$ cat config.mk
export PLATFORM = sky130hd
export DESIGN_NAME = csr_window_decoder
export DESIGN_NICKNAME = d
export VERILOG_FILES = /design/src/rtl/csr_window_pkg.sv /design/src/rtl/csr_window_ctrl.sv /design/src/rtl/csr_window_datapath.sv /design/src/rtl/csr_window_decoder.sv
export SDC_FILE = /design/constraint.sdc
export NUM_CORES = 1
export LEC_CHECK = 0
export ABC_CLOCK_PERIOD_IN_PS = 4130
export BUFFER_PORTS_ARGS = -buffer_cell sky130_fd_sc_hd__buf_2
export CORE_AREA = 8 8 663 665
export DETAILED_ROUTE_END_ITERATION = 16
export DIE_AREA = 0 0 671 673
export PLACE_DENSITY = 0.3
export SYNTH_ARGS = -nofsm -noshare
export SYNTH_HDL_FRONTEND = slang
export SYNTH_SLANG_ARGS = --single-unit
$ cat constraint.sdc
create_clock -name clk -period 4.13 [get_ports clk]
set_input_delay 0.2065 -clock clk [delete_from_list [all_inputs] [get_ports clk]]
set_output_delay 0.2065 -clock clk [all_outputs]
set_load 0.05 [all_outputs]
$ cat src/rtl/csr_window_pkg.sv
package csr_window_pkg;

  typedef enum logic [1:0] {
    WIN_NONE = 2'd0,
    WIN_BYTE = 2'd1,
    WIN_BIT  = 2'd2,
    WIN_TRIG = 2'd3
  } winRegion_e;

  typedef struct packed {
    winRegion_e region;
    logic       pickHi;
    logic       doRead;
    logic       doWrite;
  } winStrobe_t;

  localparam int unsigned BIT_BASE  = 32'h400;
  localparam int unsigned TRIG_BASE = 32'h480;
  localparam int unsigned RSVD_BASE = 32'h4A0;

endpackage

$ cat src/rtl/csr_window_ctrl.sv
module csr_window_ctrl
  import csr_window_pkg::*;
#(
  parameter int SEL_W = 12,
  parameter int IDX_W = 3
) (
  input  logic [SEL_W-1:0] csrSel,
  input  logic [IDX_W-1:0] csrIdx,
  input  logic             csrRd,
  input  logic             csrWr,
  output winStrobe_t       strb
);

  logic idxOk;
  logic pickHi;
  winRegion_e region;

  assign idxOk  = (csrIdx <= IDX_W'(1));
  assign pickHi = (csrIdx == IDX_W'(1));

  always_comb begin
    region = WIN_NONE;
    if (idxOk) begin
      if (32'(csrSel) < BIT_BASE)       region = WIN_BYTE;
      else if (32'(csrSel) < TRIG_BASE) region = WIN_BIT;
      else if (32'(csrSel) < RSVD_BASE) region = pickHi ? WIN_NONE : WIN_TRIG;
      else                              region = WIN_NONE;
    end
  end

  always_comb begin
    strb.region  = region;
    strb.pickHi  = pickHi;
    strb.doRead  = csrRd;
    strb.doWrite = csrWr;
  end

endmodule

$ cat src/rtl/csr_window_datapath.sv
module csr_window_datapath
  import csr_window_pkg::*;
#(
  parameter int SEL_W    = 12,
  parameter int NUM_SRC  = 64,
  parameter int NUM_TRIG = 4
) (
  input  logic                           clk,
  input  logic                           rstN,
  input  winStrobe_t                     strb,
  input  logic [SEL_W-1:0]               csrSel,
  input  logic [31:0]                    csrWdata,
  output logic [31:0]                    csrRdata,
  output logic                           csrRvalid,
  input  logic [NUM_SRC-1:0][7:0]        bankCtrl,
  input  logic [NUM_SRC-1:0][7:0]        bankAttr,
  input  logic [NUM_SRC-1:0]             bankPend,
  input  logic [NUM_SRC-1:0]             bankEn,
  input  logic [NUM_SRC-1:0]             bankEdge,
  input  logic [NUM_TRIG-1:0][31:0]      trigWords,
  output logic [3:0]                     byteWrEn,
  output logic [3:0][$clog2(NUM_SRC)+1:0] byteWrAddr,
  output logic [31:0]                    byteWrData,
  output logic [NUM_SRC-1:0]             pendWrEn,
  output logic [NUM_SRC-1:0]             enWrEn,
  output logic [NUM_SRC-1:0]             bitWrData,
  output logic [NUM_TRIG-1:0]            trigWrEn,
  output logic [31:0]                    trigWrData
);

  localparam int SRC_W = $clog2(NUM_SRC);
  localparam int TG_W  = (NUM_TRIG > 1) ? $clog2(NUM_TRIG) : 1;

  logic [9:0]  byteGroup;
  logic [6:0]  bitWord;
  logic [4:0]  trigIdx;
  logic        wrByte, wrBit, wrTrig;
  logic [31:0] byteGather, bitGather, trigGather, rdNext;

  assign byteGroup = csrSel[9:0];
  assign bitWord   = csrSel[6:0];
  assign trigIdx   = csrSel[4:0];

  assign wrByte = strb.doWrite && (strb.region == WIN_BYTE);
  assign wrBit  = strb.doWrite && (strb.region == WIN_BIT);
  assign wrTrig = strb.doWrite && (strb.region == WIN_TRIG);

  // byte window: one lane per neighbouring source
  for (genvar j = 0; j < 4; j++) begin : gLane
    logic [11:0]      srcFull;
    logic [SRC_W-1:0] srcIdx;
    logic             inRange;
    assign srcFull = {byteGroup, 2'(j)};
    assign srcIdx  = srcFull[SRC_W-1:0];
    assign inRange = (32'(srcFull) < NUM_SRC);
    assign byteGather[8*j +: 8] = !inRange ? 8'h00 :
                                  (strb.pickHi ? bankAttr[srcIdx] : bankCtrl[srcIdx]);
    assign byteWrEn[j]   = wrByte && inRange;
    assign byteWrAddr[j] = {srcIdx, 1'b1, strb.pickHi};
  end
  assign byteWrData = csrWdata;

  // bit window gather: one flag per source
  for (genvar b = 0; b < 32; b++) begin : gBitRd
    logic [11:0]      srcFull;
    logic [SRC_W-1:0] srcIdx;
    logic             inRange;
    assign srcFull = {bitWord, 5'(b)};
    assign srcIdx  = srcFull[SRC_W-1:0];
    assign inRange = (32'(srcFull) < NUM_SRC);
    assign bitGather[b] = inRange && (strb.pickHi ? bankEn[srcIdx] : bankPend[srcIdx]);
  end

  // bit window scatter: each source checks whether its word is addressed
  for (genvar i = 0; i < NUM_SRC; i++) begin : gBitWr
    logic hit;
    assign hit          = wrBit && (bitWord == 7'(i / 32));
    assign enWrEn[i]    = hit && strb.pickHi;
    assign pendWrEn[i]  = hit && !strb.pickHi && bankEdge[i];
    assign bitWrData[i] = csrWdata[i % 32];
  end

  // trigger words
  logic            trigInRange;
  logic [TG_W-1:0] trigSlot;
  assign trigInRange = (32'(trigIdx) < NUM_TRIG);
  assign trigSlot    = trigIdx[TG_W-1:0];
  assign trigGather  = trigInRange ? trigWords[trigSlot] : 32'h0;

  for (genvar t = 0; t < NUM_TRIG; t++) begin : gTrig
    assign trigWrEn[t] = wrTrig && (trigIdx == 5'(t));
  end
  assign trigWrData = csrWdata;

  always_comb begin
    unique case (strb.region)
      WIN_BYTE: rdNext = byteGather;
      WIN_BIT:  rdNext = bitGather;
      WIN_TRIG: rdNext = trigGather;
      default:  rdNext = 32'h0;
    endcase
  end

  always_ff @(posedge clk or negedge rstN) begin
    if (!rstN) begin
      csrRdata  <= 32'h0;
      csrRvalid <= 1'b0;
    end else begin
      csrRvalid <= strb.doRead;
      if (strb.doRead) csrRdata <= rdNext;
    end
  end

endmodule

$ cat src/rtl/csr_window_decoder.sv
module csr_window_decoder
  import csr_window_pkg::*;
#(
  parameter int SEL_W    = 12,
  parameter int IDX_W    = 3,
  parameter int NUM_SRC  = 64,
  parameter int NUM_TRIG = 4,
  localparam int BA_W    = $clog2(NUM_SRC) + 2
) (
  input  logic                      clk,
  input  logic                      rstN,
  input  logic [SEL_W-1:0]          csrSel,
  input  logic [IDX_W-1:0]          csrIdx,
  input  logic                      csrRd,
  input  logic                      csrWr,
  input  logic [31:0]               csrWdata,
  output logic [31:0]               csrRdata,
  output logic                      csrRvalid,
  input  logic [NUM_SRC-1:0][7:0]   bankCtrl,
  input  logic [NUM_SRC-1:0][7:0]   bankAttr,
  input  logic [NUM_SRC-1:0]        bankPend,
  input  logic [NUM_SRC-1:0]        bankEn,
  input  logic [NUM_SRC-1:0]        bankEdge,
  input  logic [NUM_TRIG-1:0][31:0] trigWords,
  output logic [3:0]                byteWrEn,
  output logic [3:0][BA_W-1:0]      byteWrAddr,
  output logic [31:0]               byteWrData,
  output logic [NUM_SRC-1:0]        pendWrEn,
  output logic [NUM_SRC-1:0]        enWrEn,
  output logic [NUM_SRC-1:0]        bitWrData,
  output logic [NUM_TRIG-1:0]       trigWrEn,
  output logic [31:0]               trigWrData
);

  winStrobe_t strb;

  csr_window_ctrl #(.SEL_W(SEL_W), .IDX_W(IDX_W)) u_ctrl (
    .csrSel (csrSel),
    .csrIdx (csrIdx),
    .csrRd  (csrRd),
    .csrWr  (csrWr),
    .strb   (strb)
  );

  csr_window_datapath #(.SEL_W(SEL_W), .NUM_SRC(NUM_SRC), .NUM_TRIG(NUM_TRIG)) u_dp (
    .clk        (clk),
    .rstN       (rstN),
    .strb       (strb),
    .csrSel     (csrSel),
    .csrWdata   (csrWdata),
    .csrRdata   (csrRdata),
    .csrRvalid  (csrRvalid),
    .bankCtrl   (bankCtrl),
    .bankAttr   (bankAttr),
    .bankPend   (bankPend),
    .bankEn     (bankEn),
    .bankEdge   (bankEdge),
    .trigWords  (trigWords),
    .byteWrEn   (byteWrEn),
    .byteWrAddr (byteWrAddr),
    .byteWrData (byteWrData),
    .pendWrEn   (pendWrEn),
    .enWrEn     (enWrEn),
    .bitWrData  (bitWrData),
    .trigWrEn   (trigWrEn),
    .trigWrData (trigWrData)
  );

endmodule

==> flow_metrics.py <==
metrics = {
    "floorplanning": {
        "die_y_um": 673,
        "die_x_um": 671,
        "top_level_ports": 1724,
        "rows": 241,
        "die-area_um2": 452000,
        "core_area_um2": 429000,
        "start_util_pct": 3.18,
    },
    "power": {
        "ir_drop_mv": 0.187,
        "p_leak_nw": 11.1,
        "power.density_nw_per_um2": 126,
    },
    "critical_path": {
        "crit_path_end_kind": "primary output",
        "worst_ep_arrival_time_ns": 3.17,
        "r2r_cells": 3,
        "required_ns": 3.92,
        "worstSetupPathType": "in2out",
        "cp-start-kind": "input pin",
        "critical_path.max_fanout": 51,
    },
    "synth": {
        "synthTopCellsByCount": "mux4_2, buf_4, nand2_1",
        "ys_seq_area_share_pct": 6.05,
        "synth_area_um2": 13700,
        "synth.distinct_cells": 38,
        "synthCells": 1224,
        "synth-main-ff-cell": "dfrtp_1",
        "yosysTopAreaCell": "mux4_2",
        "ys_ff_latch": 33,
        "synth_top_area_share_pct": 51.1,
        "async_reset_ff_share_pct": 100,
        "synth.most_common_cell": "mux4_2",
        "synth_enable_flop_cells": 0,
        "yosys-top-cells-area": "mux4_2, buf_4, mux2i_1",
        "avgSynthCellArea_um2": 11.2,
        "synth_warnings": 0,
    },
    "detailed_routing": {
        "wl_mm": 286,
        "drtIter0Drc": 1399,
        "drc": 0,
        "drtPass1Iterations": 5,
        "ant_nets": 0,
        "avgViaCountPerCell": 2.28,
        "wire_per_inst_um": 34.3,
        "vias": 19100,
    },
    "global_routing": {
        "grt_max_degree": 75,
        "antenna_found_initial": 317,
        "grt_use_total_pct": 12.1,
        "grt_pass1_vias": 19800,
        "grt_overflow": 0,
        "grt_pass1_wl_mm": 331,
    },
    "timing": {
        "final.setup_skew_ns": 0,
        "rsz0062_at_grt": "no",
        "fin_crit_sh_pct": 81.7,
        "setup_ws_ns": 0.758,
        "setup_tns_ns": 0,
        "drv_slew": 0,
        "period_needed_ns": 3.37,
        "relSlewSlack_pct": 18.9,
        "worst_pin_slew_ns": 1.21,
        "fmax_mhz": 297,
        "setup_viol": 0,
        "hold_violations": 0,
    },
    "clocking": {
        "cts_setup_buffers": 0,
        "cts_max_level": 2,
        "clock-sinks": 33,
        "numCtsBuffers": 5,
        "cts-root-buf": "clkbuf_16",
        "ctsLongestPathBuffers": 2,
        "cts_tree": "yes",
        "clock_latency_ns": 0.39,
        "path_clk_slew_ns": 0.12,
    },
    "placement": {
        "post-dp-hpwl_mm": 267,
        "numPortBuffers": 1551,
        "pre_cts_ws_ns": 0.0676,
        "place.gp.congestion": 0.923,
    },
    "min_path": {
        "min_path_cells": 4,
        "hold_class": "in2reg",
    },
    "flow_run": {
        "cap_viol_max_count": 0,
    },
    "layout": {
        "drive_gt1_share_pct": 79.1,
        "final_util_pct": 6.49,
        "area_growth_pct": 104,
        "final_nets": 3946,
    },
    "status": {
        "status": "finished clean",
    },
}
-- worst max-delay path: stages --
cell	delay (ns)
buf_8	0.22
buf_12	0.41
buf_4	0.20
nor2_1	0.18
nand3_1	0.21
nor4_4	0.95
buf_2	0.43
-- area by class of cell --
cell class	count	area (um2)
inverter	3	20.0
tap	5710	7140
fill	50700	401000
timing repair buffer	1658	8760
sequential	33	826
antenna	97	243
multi-input combinational	850	10700
clock inverter	3	46.3
clock buffer	5	125
-- final timing paths --
kind	start	slack (ns)	end
worst max-delay path	csrSel[1]	0.76	enWrEn[33]
worst min register to register	u_dp.csrRdata[22]	0.59	u_dp.csrRdata[22]
worst min-delay path	trigWords[18]	0.27	u_dp.csrRdata[18]
min in group asynchronous	rstN	0.54	u_dp.csrRdata[26]
worst max register to register	u_dp.csrRdata[12]	1.99	u_dp.csrRdata[12]
max in group asynchronous	rstN	2.77	u_dp.csrRdata[12]
-- sequential cells by signal (all words and copies together), names as in the netlist --
register	flops
u_dp.csrRdata	32
u_dp.csrRvalid	1
-- power breakdown --
part           switching, mW  internal (mW)  total (mW)
Combinational           1.34           1.14        2.48
Sequential          0.000630          0.324       0.324
Clock                  0.398          0.294       0.692
-- placed cells by master, fill, tap and decap left out, types with 4 or more instances in the layout --
cell          n
buf_2      1547
mux4_2      310
nand2_1     161
diode_2      97
mux2i_1      95
buf_4        94
and2_1       65
nand4_1      33
dfrtp_1      33
a32oi_1      31
nand3_1      27
nor2b_1      22
a21oi_1      20
a21oi_2      12
conb_1       12
buf_12       12
mux4_1       10
nand3_2      10
nor3_1        5
nor2_1        5
and2b_1       5
and2b_2       5
clkbuf_16     5
buf_8         4
-- kinds of logic after synthesis --
family                 count (synthesis)  share of synthesized area [%]
buffers and inverters                351                           16.7
other                                  2                         0.0550
and+or+nand+nor                      357                           13.6
muxes                                415                           60.0
DFF                                   33                           6.05
AOI/OAI and AO/OA                     66                           3.57
-- routing by layer --
| layer | vias up | wire, um | GRT usage, % |
|---|---|---|---|
| li1 | 7409 | - | - |
| met1 | 9336 | 94600 | 11.7 |
| met2 | 1619 | 152000 | 23.1 |
| met3 | 577 | 33000 | 6.27 |
| met4 | 158 | 5990 | 1.60 |
| met5 | - | 1020 | 0 |
-- metrics by stage --
step,power [mW],cell area (um2),std cells,hold slack (ns)
global route,3.73,27600,8283,0.241
global placement,2.92,27400,8252,0.414
finish,3.50,27800,8359,0.267
CTS,3.72,27600,8262,0.200
floorplan,1.63,13700,1234,-0.0891
detailed placement,2.91,27400,8253,0.414
-- timing repair --
item | in CTS | in global routing
endpoints found under the setup margin | 0 | 0
hold buffers | 1 | 0
hold endpoints to repair | 17 | 0
gates resized for setup | 0 | 0
Power figures use the tool's default switching activity.
